===== src/rtl/dac_wr_pkg.sv =====
package dac_wr_pkg;

    typedef enum logic [2:0] {
        S_PWRUP,
        S_IDLE,
        S_LEAD,
        S_SCKH,
        S_SCKL,
        S_LAG,
        S_POST,
        S_PULSE
    } wr_state_e;

    // Interval in ns converted to whole clock cycles, rounded up, never zero
    function automatic int ns_to_cyc(input int ns, input int clk_ps);
        int c;
        c = (ns * 1000 + clk_ps - 1) / clk_ps;
        return (c < 1) ? 1 : c;
    endfunction

    function automatic int imax(input int a, input int b);
        return (a > b) ? a : b;
    endfunction

endpackage


===== src/rtl/dac_wr_pad.sv =====
module dac_wr_pad #(
    parameter int WORD_W = 16,
    parameter int LEN_W  = 5
) (
    input  logic [WORD_W-1:0] raw,
    input  logic [LEN_W-1:0]  len,
    output logic [WORD_W-1:0] word
);
    localparam logic [LEN_W-1:0] FULL = LEN_W'(WORD_W);

    logic [WORD_W-1:0] keep;
    logic [LEN_W-1:0]  sh;

    always_comb begin
        keep = raw & ~({WORD_W{1'b1}} << len);
        sh   = FULL - len;
        if (len == '0 || len >= FULL) begin
            word = raw;
        end else begin
            word = keep << sh;
        end
    end
endmodule


===== src/rtl/dac_wr_shreg.sv =====
module dac_wr_shreg #(
    parameter int WORD_W = 16
) (
    input  logic              clk,
    input  logic              rst_n,
    input  logic              load,
    input  logic              shift,
    input  logic [WORD_W-1:0] din,
    output logic              msb
);
    logic [WORD_W-1:0] data_d, data_q;

    always_comb begin
        data_d = data_q;
        if (load) begin
            data_d = din;
        end else if (shift) begin
            data_d = {data_q[WORD_W-2:0], 1'b0};
        end
    end

    always_ff @(posedge clk) begin
        if (!rst_n) begin
            data_q <= '0;
        end else begin
            data_q <= data_d;
        end
    end

    assign msb = data_q[WORD_W-1];
endmodule


===== src/rtl/dac_serial_writer.sv =====
module dac_serial_writer
    import dac_wr_pkg::*;
#(
    parameter int WORD_W      = 16,
    parameter int CLK_PS      = 4000,
    parameter int SCK_HALF_NS = 10,
    parameter int CS_LEAD_NS  = 10,
    parameter int CS_LAG_NS   = 10,
    parameter int CS_GAP_NS   = 30,
    parameter int LD_DLY_NS   = 30,
    parameter int LD_WID_NS   = 30,
    parameter int PWRUP_NS    = 10000,
    localparam int LEN_W      = $clog2(WORD_W + 1)
) (
    input  logic              clk,
    input  logic              rst_n,
    input  logic              req_valid,
    output logic              req_ready,
    input  logic [WORD_W-1:0] req_data,
    input  logic [LEN_W-1:0]  req_len,
    input  logic              req_defer,
    output logic              dac_cs_n,
    output logic              dac_sclk,
    output logic              dac_sdi,
    output logic              dac_ld_n
);
    localparam int HALF_C  = ns_to_cyc(SCK_HALF_NS, CLK_PS);
    localparam int LEAD_C  = ns_to_cyc(CS_LEAD_NS, CLK_PS);
    localparam int LAG_C   = ns_to_cyc(CS_LAG_NS, CLK_PS);
    localparam int GAP_C   = ns_to_cyc(CS_GAP_NS, CLK_PS);
    localparam int LDDLY_C = ns_to_cyc(LD_DLY_NS, CLK_PS);
    localparam int LDW_C   = ns_to_cyc(LD_WID_NS, CLK_PS);
    localparam int PWR_C   = ns_to_cyc(PWRUP_NS, CLK_PS);
    localparam int POSTD_C = imax(GAP_C, LDDLY_C);
    localparam int CNT_MAX = imax(PWR_C, imax(imax(HALF_C, LDW_C),
                                  imax(imax(LEAD_C, LAG_C), POSTD_C)));
    localparam int CNT_W   = $clog2(CNT_MAX + 1);
    localparam int BIT_W   = $clog2(WORD_W);

    typedef struct packed {
        wr_state_e        state;
        logic [CNT_W-1:0] cnt;
        logic [BIT_W-1:0] bits;
        logic             cs_n;
        logic             sclk;
        logic             ld_n;
        logic             defer;
    } ctl_t;

    ctl_t ctl_d, ctl_q;
    logic              load_word;
    logic              shift_bit;
    logic              cnt_done;
    logic [WORD_W-1:0] padded;

    dac_wr_pad #(.WORD_W(WORD_W), .LEN_W(LEN_W)) u_pad (
        .raw  (req_data),
        .len  (req_len),
        .word (padded)
    );

    dac_wr_shreg #(.WORD_W(WORD_W)) u_shreg (
        .clk   (clk),
        .rst_n (rst_n),
        .load  (load_word),
        .shift (shift_bit),
        .din   (padded),
        .msb   (dac_sdi)
    );

    always_comb begin
        ctl_d     = ctl_q;
        load_word = 1'b0;
        shift_bit = 1'b0;
        cnt_done  = (ctl_q.cnt == '0);
        if (!cnt_done) begin
            ctl_d.cnt = ctl_q.cnt - 1'b1;
        end
        case (ctl_q.state)
            S_PWRUP: begin
                if (cnt_done) begin
                    ctl_d.state = S_IDLE;
                end
            end
            S_IDLE: begin
                if (req_valid) begin
                    load_word   = 1'b1;
                    ctl_d.defer = req_defer;
                    ctl_d.cs_n  = 1'b0;
                    ctl_d.ld_n  = req_defer;
                    ctl_d.bits  = BIT_W'(WORD_W - 1);
                    ctl_d.cnt   = CNT_W'(LEAD_C - 1);
                    ctl_d.state = S_LEAD;
                end
            end
            S_LEAD: begin
                if (cnt_done) begin
                    ctl_d.sclk  = 1'b1;
                    ctl_d.cnt   = CNT_W'(HALF_C - 1);
                    ctl_d.state = S_SCKH;
                end
            end
            S_SCKH: begin
                if (cnt_done) begin
                    ctl_d.sclk = 1'b0;
                    if (ctl_q.bits == '0) begin
                        ctl_d.cnt   = CNT_W'(LAG_C - 1);
                        ctl_d.state = S_LAG;
                    end else begin
                        shift_bit   = 1'b1;
                        ctl_d.bits  = ctl_q.bits - 1'b1;
                        ctl_d.cnt   = CNT_W'(HALF_C - 1);
                        ctl_d.state = S_SCKL;
                    end
                end
            end
            S_SCKL: begin
                if (cnt_done) begin
                    ctl_d.sclk  = 1'b1;
                    ctl_d.cnt   = CNT_W'(HALF_C - 1);
                    ctl_d.state = S_SCKH;
                end
            end
            S_LAG: begin
                if (cnt_done) begin
                    ctl_d.cs_n  = 1'b1;
                    ctl_d.cnt   = ctl_q.defer ? CNT_W'(POSTD_C - 1) : CNT_W'(GAP_C - 1);
                    ctl_d.state = S_POST;
                end
            end
            S_POST: begin
                if (cnt_done) begin
                    if (ctl_q.defer) begin
                        ctl_d.ld_n  = 1'b0;
                        ctl_d.cnt   = CNT_W'(LDW_C - 1);
                        ctl_d.state = S_PULSE;
                    end else begin
                        ctl_d.state = S_IDLE;
                    end
                end
            end
            S_PULSE: begin
                if (cnt_done) begin
                    ctl_d.ld_n  = 1'b1;
                    ctl_d.state = S_IDLE;
                end
            end
            default: ctl_d.state = S_IDLE;
        endcase
    end

    always_ff @(posedge clk) begin
        if (!rst_n) begin
            ctl_q.state <= S_PWRUP;
            ctl_q.cnt   <= CNT_W'(PWR_C - 1);
            ctl_q.bits  <= '0;
            ctl_q.cs_n  <= 1'b1;
            ctl_q.sclk  <= 1'b0;
            ctl_q.ld_n  <= 1'b1;
            ctl_q.defer <= 1'b1;
        end else begin
            ctl_q <= ctl_d;
        end
    end

    assign req_ready = (ctl_q.state == S_IDLE);
    assign dac_cs_n  = ctl_q.cs_n;
    assign dac_sclk  = ctl_q.sclk;
    assign dac_ld_n  = ctl_q.ld_n;


    sclk_idle_chk: assert property (@(posedge clk) disable iff (!rst_n)
        dac_cs_n |-> !dac_sclk);


    sdi_setup_chk: assert property (@(posedge clk) disable iff (!rst_n)
        $rose(dac_sclk) |-> $stable(dac_sdi));


    ld_hold_chk: assert property (@(posedge clk) disable iff (!rst_n)
        (!dac_cs_n && ctl_q.defer) |-> dac_ld_n);


    ld_imm_chk: assert property (@(posedge clk) disable iff (!rst_n)
        (!dac_cs_n && !ctl_q.defer) |-> !dac_ld_n);


    ready_drop_chk: assert property (@(posedge clk) disable iff (!rst_n)
        (req_valid && req_ready) |=> !req_ready);


    ready_idle_chk: assert property (@(posedge clk) disable iff (!rst_n)
        req_ready |-> (dac_cs_n && dac_ld_n == ctl_q.defer));
endmodule


===== config.mk =====
export PLATFORM = sky130hd
export DESIGN_NAME = dac_serial_writer
export DESIGN_NICKNAME = d
export VERILOG_FILES = /design/src/rtl/dac_wr_pkg.sv /design/src/rtl/dac_wr_pad.sv /design/src/rtl/dac_wr_shreg.sv /design/src/rtl/dac_serial_writer.sv
export SDC_FILE = /design/constraint.sdc
export NUM_CORES = 1
export LEC_CHECK = 0
export ABC_CLOCK_PERIOD_IN_PS = 4500
export CORE_ASPECT_RATIO = 0.5
export CORE_MARGIN = 2
export CORE_UTILIZATION = 59
export CTS_BUF_LIST = sky130_fd_sc_hd__clkbuf_16
export DETAILED_ROUTE_END_ITERATION = 16
export PLACE_DENSITY = 0.82
export SYNTH_ARGS = -nofsm -noshare
export SYNTH_HDL_FRONTEND = slang
export SYNTH_HIERARCHICAL = 1
export SYNTH_SLANG_ARGS = --single-unit

===== constraint.sdc =====
create_clock -name clk -period 4.5 [get_ports clk]
set_input_delay 1.125 -clock clk [delete_from_list [all_inputs] [get_ports clk]]
set_output_delay 1.125 -clock clk [all_outputs]
set_load 0.01 [all_outputs]

==> qor.yml, run 1 <==
yosys_warnings: 6
ys_top_cells_by_area: "dfxtp_1, nand2b_1, o211a_1"
arrival_ns: 3.94
die_x_um: 114.0
post_cts_buffers: 0
grt_util_all_layers_pct: 31.29
clk_pin_slew_ns: 0.06
clockBufferDepth: 2
n_antenna_cell: 0
critPathRequiredTime_ns: 4.72
finalCritPeriodShare_pct: 82.59
final_nets: 485
cts_sinks: 39
area_delta_synth_final_pct: 12.51
synthFlopType: "dfxtp_1"
cts_buffers: 5
post_cts_resized: 0
place_congestion: 0.9974
fin_setup_tns_ns: 0
drive_gt1_share_pct: 12.67
synth_nets: 470
power_leakage_nw: 1.638
crit_family: "buffers and inverters"
drc: 0
htreeDepth: 2
critPathCaptureType: "flop"
globalRoute.totalOverflow: 0
worstMarginPinSlew_ns: 0.7239
fmax_ghz: 0.2691
dieHeight_um: 59.01
ys_types: 77
hold_viol: 0
max_slew_margin_pct: 51.74
cts_root_buf: "clkbuf_16"
drv_cap: 0
rsz0062_at_grt: "false"
power_mw: 0.9958
p_switching_mw: 0.2877
max_stage_delay_ns: 0.56
cp-start-kind: "primary input"
synthesis.instances: 434
gr-usage-met2_pct: 53.40
use_met1_pct: 41.70
cp_slowest_cell: "ha_1"
cp_max_fo: 14
numPortBuffers: 29
hpwl_um: 7409
met3_usage_pct: 3.374
start_util_pct: 63.11
path_class: "primary input to flop"
regToRegSetupSlack_ns: 1.45
drt_wl_total_um: 10300
rows: 19
clock_latency_ns: 0.28
pwr-share-comb_pct: 24.8
pin_count: 30
worstPathCellList: "clkdlybuf4s50_1 > inv_1 > ha_1 > clkinv_1 > o22ai_1 > nor2_1 > or4_1 > nand3_1 > nand2b_1 > o211a_1"
hold_path.class: "flop to flop"
ir_worst_vdd_v: 0.0001429
drv_slew: 0
pwr-share-seq_pct: 35.7
power.internal_mw: 0.7081
syn_area_um2: 3571
path_buf_inv: 3
finalWorstPathRequiredPeriod_ns: 3.717
grt_pass1_vias: 3287
p_clk_share_pct: 39.6
wl_per_cell_um: 19.70
synth.ff_latch_count: 39
tritoncts: "yes"
ctsHoldBuffers: 0
synth_top_cell_by_area: "dfxtp_1"
fin_cells: 523
drt_first_pass_iters: 5
grt_pass1_wl_um: 16460
async_flop_share_pct: 0
status: "finished, final reports clean"
antenna_left: 0
num_vias: 3606
die_area_um2: 6728
core_um2: 5658
skew_ns: 0.005424
vias_per_cell: 6.895
swShare_pct: 28.89
synth_top_area_share_pct: 21.86
antenna_found_initial: 0
grt_start_max_net_pins: 28
synth_edf_count: 0
drt_iter0_markers: 678
powerDensity_nw_per_um2: 247.9
setup_viol: 0
syn_area_per_cell_um2: 8.228
ys_seq_area_share_pct: 21.86
dp.cells: 515
top_usage_layer: "met2"
==> sequential cells by signal, indices dropped and copies added, names as in the netlist <==
| signal | flops |
|---|---|
| ctl_q | 20 |
| u_shreg/data_q | 16 |
| dac_cs_n | 1 |
| dac_ld_n | 1 |
| dac_sclk | 1 |
==> logic make-up after synthesis <==
kind of cell / count (synthesis) / synth area share, %
multiplexers: 28 / 9.776
flip-flops: 39 / 21.86
AND/OR/NAND/NOR: 152 / 23.51
adder cells (fa/ha/maj): 11 / 3.854
buffers and inverters: 51 / 7.323
XOR/XNOR: 6 / 1.997
AO/OA/AOI/OAI: 147 / 31.68
==> power by group through the flow <==
stage	clock network (mW)	logic (mW)	registers, mW
after floorplan	0	0.160	0.361
after global placement	0	0.236	0.362
after detailed placement	0	0.237	0.362
after CTS	0.396	0.238	0.355
after global routing	0.409	0.262	0.356
final	0.394	0.246	0.355
==> tightest hold or removal path, stage by stage (launching register included) <==
cell and delay [ns]:
dfxtp_1 0.30, o21ai_0 0.06, a21oi_1 0.06
==> cell usage in the layout (no fill, tap or decap), drive strengths merged, types with 5 or more instances in the layout <==
| cell type | count |
|---|---|
| o211a | 16 |
| nor2 | 26 |
| o211ai | 11 |
| nor2b | 5 |
| o31ai | 5 |
| mux2 | 18 |
| ha | 11 |
| a31oi | 8 |
| mux2i | 9 |
| nor3 | 13 |
| or4 | 5 |
| nand2b | 26 |
| inv | 16 |
| nand2 | 31 |
| a211oi | 8 |
| clkdlybuf4s50 | 29 |
| o21a | 5 |
| o41ai | 6 |
| a21oi | 16 |
| nor4 | 6 |
| o21ai | 25 |
| xnor2 | 5 |
| nand3 | 18 |
| o22ai | 6 |
| clkbuf | 5 |
| buf | 12 |
| dfxtp | 39 |
==> final cells by class <==
type	count	area [um2]
clock buffers	5	125.1
clock inverters	3	38.79
fillers	446	1640
inverters	18	70.07
multi-input cells	344	2531
flip-flops and latches	39	780.7
well taps	73	91.34
repair buffers	41	380.4
==> worst paths after layout <==
path,startpoint,cells after the start,end
min,dac_sclk,2,dac_sclk
min reg2reg,dac_sclk,2,dac_sclk
max,req_len[0],10,u_shreg/data_q[11]
max reg2reg,ctl_q[8],9,u_shreg/data_q[1]
==> routing by layer <==
metal / share of wire (%) / up-vias
li1: - / 1673
met1: 42 / 1666
met2: 45 / 231
met3: 9.8 / 36
met4: 2.4 / 0
met5: 0 / -
==> cell usage after synthesis, drive strengths merged, types with 5 or more instances <==
master	count
o22ai	6
nand3	18
o31ai	5
buf	20
nor2b	5
o21ai	25
nor4	6
inv	16
mux2i	9
nor2	26
or4	5
nand2	31
dfxtp	39
a21oi	16
mux2	18
o211ai	11
clkbuf	13
nand2b	26
a211oi	8
o211a	16
nor3	13
o41ai	6
o21a	5
ha	11
a31oi	8
xnor2	5
==> per-stage QoR <==
stage / utilization, % / cell area (um2) / hold slack, ns / setup slack [ns]
6_report: 71.01 / 4018 / 0.4741 / 0.7834
3_5_place_dp: 68.11 / 3854 / 0.4661 / 0.5759
4_1_cts: 71.01 / 4018 / 0.4739 / 0.8698
3_3_place_gp: 68.11 / 3854 / 0.4620 / 0.5600
2_1_floorplan: - / 3571 / 0.4431 / 0.9464
5_1_grt: 71.01 / 4018 / 0.4970 / 0.6199
(Power assumes the default switching activity.)
==> run 2: changes to the inputs <==
ABC_CLOCK_PERIOD_IN_PS = 3350   (was 4500)
CORE_UTILIZATION = 54   (was 59)
PLACE_DENSITY = 0.79   (was 0.82)
clock period = 3.35 ns   (was 4.5 ns; I/O delays follow)
==> qor.yml, run 2 (synthesis gave the netlist of run 1 again) <==
power_mw: 1.308  # +31%
die_x_um: 119  # +4.4%
cts_root_buf: "clkbuf_16"
powerDensity_nw_per_um2: 302.7  # +22%
ir_worst_vdd_v: 0.0001629  # +14%
drc: 0  # unchanged
path_buf_inv: 3  # unchanged
r2r_cells: 9  # unchanged
layout_common_cells: "buf_4, dfxtp_1, nand2_1"
worstPathCellList: "clkdlybuf4s50_1 > inv_1 > ha_1 > buf_4 > nand2b_1 > o22ai_1 > nor3_1 > o311ai_1 > o211a_1 > nand2b_1 > o211a_1"
clock_latency_ns: 0.28  # about the same
drt_iter0_markers: 312  # -54%
clk_pin_slew_ns: 0.06  # about the same
drv_slew: 0  # unchanged
hold_viol: 0  # unchanged
setup_viol: 0  # unchanged
start_util_pct: 57.31  # -5.8 points
place_congestion: 1.063  # +6.6%
reg2reg_to: "u_shreg/data_q[2]"
regToRegSetupSlack_ns: 0.80  # -0.65 ns
pin_count: 30  # unchanged
rows: 20  # +1
antenna_left: 0  # unchanged
top_regs: "ctl_q (20), u_shreg/data_q (16)"
cp.depth: 11  # +1
critPathCaptureType: "flop"
critPathRequiredTime_ns: 3.58  # -1.14 ns
mostFrequentLayoutCell: "buf_4"
finalWorstPathRequiredPeriod_ns: 3.142
setup.worst_path.end: "u_shreg/data_q[14]"
core_um2: 6231  # +10%
drv_cap: 0  # unchanged
max_stage_delay_ns: 0.47  # -0.09 ns
power_leakage_nw: 1.810  # +11%
skew_ns: 0.003846  # -0.001578 ns
drive_gt1_share_pct: 19.30  # +6.6 points
grt_pass1_vias: 3282  # -0.15%
rsz0062_at_grt: "false"
finalCritPeriodShare_pct: 93.79
num_vias: 3607  # +0.028%
drt_wl_total_um: 9655  # -6.3%
cts_buffers: 5  # unchanged
cp_slowest_cell: "clkdlybuf4s50_1"
globalRoute.totalOverflow: 0  # unchanged
utilization_pct: 69.34  # -1.7 points
r2r_start: "ctl_q[8]"
holdPathStages: 2  # unchanged
grt_util_all_layers_pct: 27.45  # -3.8 points
worstMarginPinSlew_ns: 0.7430  # +0.01910 ns
largest_reg_flops: 20  # unchanged
die_area_um2: 7319  # +8.8%
cts_sinks: 39  # unchanged
numPortBuffers: 29  # unchanged
vias_per_cell: 6.273  # -9.0%
post_cts_resized: 0  # unchanged
crit_start: "req_len[0]"
fin_setup_tns_ns: 0  # unchanged
hold_path.class: "flop to flop"
status: "finished, final reports clean"
registers.top_by_ff_count: "ctl_q"
crit_family: "compound AO/OA/AOI/OAI gates"
fmax_ghz: 0.3183
drt_first_pass_iters: 5  # unchanged
antenna_found_initial: 0  # unchanged
cp_max_fo: 10  # -4
tritoncts: "yes"
grt_pass1_wl_um: 15930  # -3.2%
grt_start_max_net_pins: 38  # +36%
path_class: "primary input to flop"
hpwl_um: 7269  # -1.9%
clockBufferDepth: 2  # unchanged
n_antenna_cell: 0  # unchanged
ctsHoldBuffers: 0  # unchanged
final_nets: 522  # +7.6%
cp-start-kind: "primary input"
dieHeight_um: 61.50  # +4.2%
htreeDepth: 2  # unchanged
post_cts_buffers: 0  # unchanged
fillers: 553  # +24%
area_delta_synth_final_pct: 20.99
wl_per_cell_um: 16.79  # -15%
max_slew_margin_pct: 49.94  # -1.8 points
arrival_ns: 3.37  # -0.57 ns
## run 2: cell count changes in the layout (fill, tap and decap cells not counted)
cell        before  now
clkinvlp_4       0    1
bufinv_16        1    0
buf_4           12   47
clkinv_4         0    1
buf_12           0    2
clkinv_2         1    0
## run 2: per-stage QoR
step           setup WS [ns]  hold WS (ns)  area (um2)  std cells
2_1_floorplan        0.08395        0.4431        3571        434
3_3_place_gp        0.002363        0.4635        4175        567
3_5_place_dp        -0.03618        0.4798        4175        567
4_1_cts               0.2691        0.4874        4320        575
5_1_grt              0.09825        0.5291        4320        575
6_report              0.2082        0.4884        4320        575
## run 2: how the worst min path moves through the flow
stage	end	startpoint	slack [ns]
finish	dac_sclk	dac_sclk	0.49
global route	ctl_q[18]	ctl_q[18]	0.53
CTS	dac_sclk	dac_sclk	0.49
detailed placement	dac_sclk	dac_sclk	0.48
global placement	ctl_q[4]	ctl_q[4]	0.46
floorplan	ctl_q[4]	ctl_q[4]	0.44
## run 2: power breakdown
| part | total, mW | internal (mW) | switching (mW) |
|---|---|---|---|
| logic | 0.371 | 0.173 | 0.198 |
| registers | 0.477 | 0.470 | 0.00705 |
| clock network | 0.460 | 0.274 | 0.186 |
| total | 1.31 | 0.917 | 0.391 |
## run 2: routing by layer
layer / global-route usage (%) / share of wire, % / vias to the layer above
li1: - / - / 1760
met1: 36.49 / 47 / 1655
met2: 45.81 / 44 / 167
met3: 3.426 / 6.4 / 25
met4: 13.27 / 2.7 / 0
met5: 0 / 0 / -
## run 2: worst register-to-register path, stage by stage (launching register included)
cell     delay, ns
dfxtp_1       0.34
inv_1         0.11
ha_1          0.20
nor3b_1       0.38
and4_1        0.32
inv_4         0.09
nor2_1        0.13
buf_4         0.28
mux2_2        0.37
o211a_1       0.21
## run 2: cell type report
class | count | area, um2 | area share (%)
clock buffer | 5 | 125.1 | 2.896
clock inverter | 3 | 20.02 | 0.4634
inverter | 18 | 70.07 | 1.622
multi-input combinational | 344 | 2531 | 58.59
sequential | 39 | 780.7 | 18.07
tap | 88 | 110.1 | 2.549
timing repair buffer | 78 | 683.2 | 15.81
==> run 3: changes to the inputs <==
CORE_MARGIN = 1   (was 2)
CTS_BUF_LIST = unset   (was sky130_fd_sc_hd__clkbuf_16)
==> qor.yml, run 3 (synthesis gave the netlist of run 1 again) <==
finalWorstPathRequiredPeriod_ns: 3.189  # +0.04765 ns
clock_latency_ns: 0.28  # about the same
grt_start_max_net_pins: 40  # +5.3%
worstMarginPinSlew_ns: 0.6677  # -0.07537 ns
hold_viol: 0  # unchanged
place_area_um2: 4140  # -0.84%
fillers: 518  # -6.3%
path_class: "primary input to flop"
drv_slew: 0  # unchanged
multi_input_area_um2: 2531  # unchanged
num_vias: 3611  # +0.11%
setup_viol: 0  # unchanged
cts_buffers: 5  # unchanged
drt_iter0_markers: 451  # +45%
wl_per_cell_um: 17.20  # +2.4%
fmax_ghz: 0.3135  # -1.5%
ctsHoldBuffers: 0  # unchanged
drive_gt1_share_pct: 17.99  # -1.3 points
final_nets: 514  # -1.5%
die_x_um: 117  # -1.7%
vias_per_cell: 6.380  # +1.7%
seq_area_um2: 780.7  # unchanged
antenna_left: 0  # unchanged
n_antenna_cell: 0  # unchanged
cp_max_fo: 15  # +5
drt_first_pass_iters: 5  # unchanged
pre_cts_slack_ns: -0.09614  # -0.05995 ns
drt_wl_total_um: 9733  # +0.81%
grt_pass1_wl_um: 16370  # +2.8%
cp-start-kind: "primary input"
ir_worst_vdd_v: 0.0001748  # +7.2%
utilization_pct: 68.76  # -0.58 points
powerDensity_nw_per_um2: 306.4  # +1.2%
top_regs: "ctl_q (20), u_shreg/data_q (16)"
largest_reg_flops: 20  # unchanged
numPortBuffers: 29  # unchanged
drv_cap: 0  # unchanged
skew_ns: 0.004415  # +0.0005693 ns
htreeDepth: 2  # unchanged
post_cts_resized: 0  # unchanged
antenna_found_initial: 0  # unchanged
tritoncts: "yes"
drc: 0  # unchanged
critPathRequiredTime_ns: 3.52  # -0.06 ns
cts_sinks: 39  # unchanged
post_cts_buffers: 0  # unchanged
grt_pass1_vias: 3376  # +2.9%
arrival_ns: 3.36  # about the same
hold_path.class: "flop to flop"
core_um2: 6231  # unchanged
dieHeight_um: 59.50  # -3.3%
layout_common_cells: "dfxtp_1, buf_4, nand2_1"
max_slew_margin_pct: 55.02  # +5.1 points
setup_ws_ns: 0.1605  # -0.04765 ns
area_delta_synth_final_pct: 19.97
status: "finished, final reports clean"
grt_util_all_layers_pct: 30.41  # +3.0 points
rsz0062_at_grt: "false"
mostFrequentLayoutCell: "dfxtp_1"
finalCritPeriodShare_pct: 95.21  # +1.4 points
registers.top_by_ff_count: "ctl_q"
power_leakage_nw: 1.788  # -1.2%
start_util_pct: 57.31  # unchanged
die_area_um2: 6962  # -4.9%
clk_pin_slew_ns: 0.05  # about the same
hpwl_um: 7066  # -2.8%
power_mw: 1.312  # +0.35%
fin_cells: 566  # -1.6%
rows: 20  # unchanged
globalRoute.totalOverflow: 0  # unchanged
dp.cells: 559  # -1.4%
place_congestion: 1.042  # -2.0%
fin_area_um2: 4284  # -0.84%
pin_count: 30  # unchanged
clockBufferDepth: 2  # unchanged
cts_root_buf: "clkbuf_16"
critPathCaptureType: "flop"
run 3: changes by cell type in the layout (fill, tap and decap cells not counted):
cell	change
buf_4	-10
buf_12	+2
clkbuf_8	+1
clkinv_1	-1
clkinv_2	+1
clkinv_4	-1
clkinvlp_4	-1
run 3: area by class of cell:
| type | instances | share of cell area, % |
|---|---|---|
| Clock buffer | 6 | 3.242 |
| Clock inverter | 1 | 0.1168 |
| Inverter | 18 | 1.636 |
| Multi-Input combinational cell | 344 | 59.08 |
| Sequential cell | 39 | 18.22 |
| Tap cell | 88 | 2.570 |
| Timing Repair Buffer | 70 | 15.13 |
run 3: worst paths after layout:
path                            startpoint                 end  slack [ns]  cells past startpoint
worst max-delay path            req_len[0]  u_shreg/data_q[12]        0.16                     10
worst min-delay path              ctl_q[4]            ctl_q[4]        0.48                      1
worst max register to register    ctl_q[8]  u_shreg/data_q[13]        0.75                      9
worst min register to register    ctl_q[4]            ctl_q[4]        0.48                      1
run 3: per-stage QoR:
step                hold slack [ns]  setup TNS [ns]
floorplan                    0.4431               0
global placement             0.4570        -0.04678
detailed placement           0.4766         -0.3224
CTS                          0.4805               0
global route                 0.5313               0
finish                       0.4779               0
run 3: report_power, final:
part | internal (mW) | total (mW) | switching (mW) | leakage, nW
registers | 0.470 | 0.477 | 0.00654 | 0.315
logic | 0.170 | 0.371 | 0.201 | 1.40
clock network | 0.290 | 0.464 | 0.174 | 0.0727
total | 0.931 | 1.31 | 0.381 | 1.79
run 3: metal layers:
metal | wire length, um | up-vias | track usage (%)
met4 | 210 | 0 | 9.765
li1 | - | 1733 | -
met3 | 651 | 32 | 6.646
met1 | 4502 | 1676 | 39.90
met2 | 4370 | 170 | 50.21
met5 | 0 | - | 0
run 3: worst max-delay path, cell delays in order:
cell and delay [ns]:
clkdlybuf4s50_1 0.43, buf_4 0.22, ha_1 0.28, o41ai_2 0.39, mux2i_1 0.20, a22o_1 0.27
a31oi_1 0.24, o221ai_1 0.19, nand2b_1 0.17, o211a_1 0.12
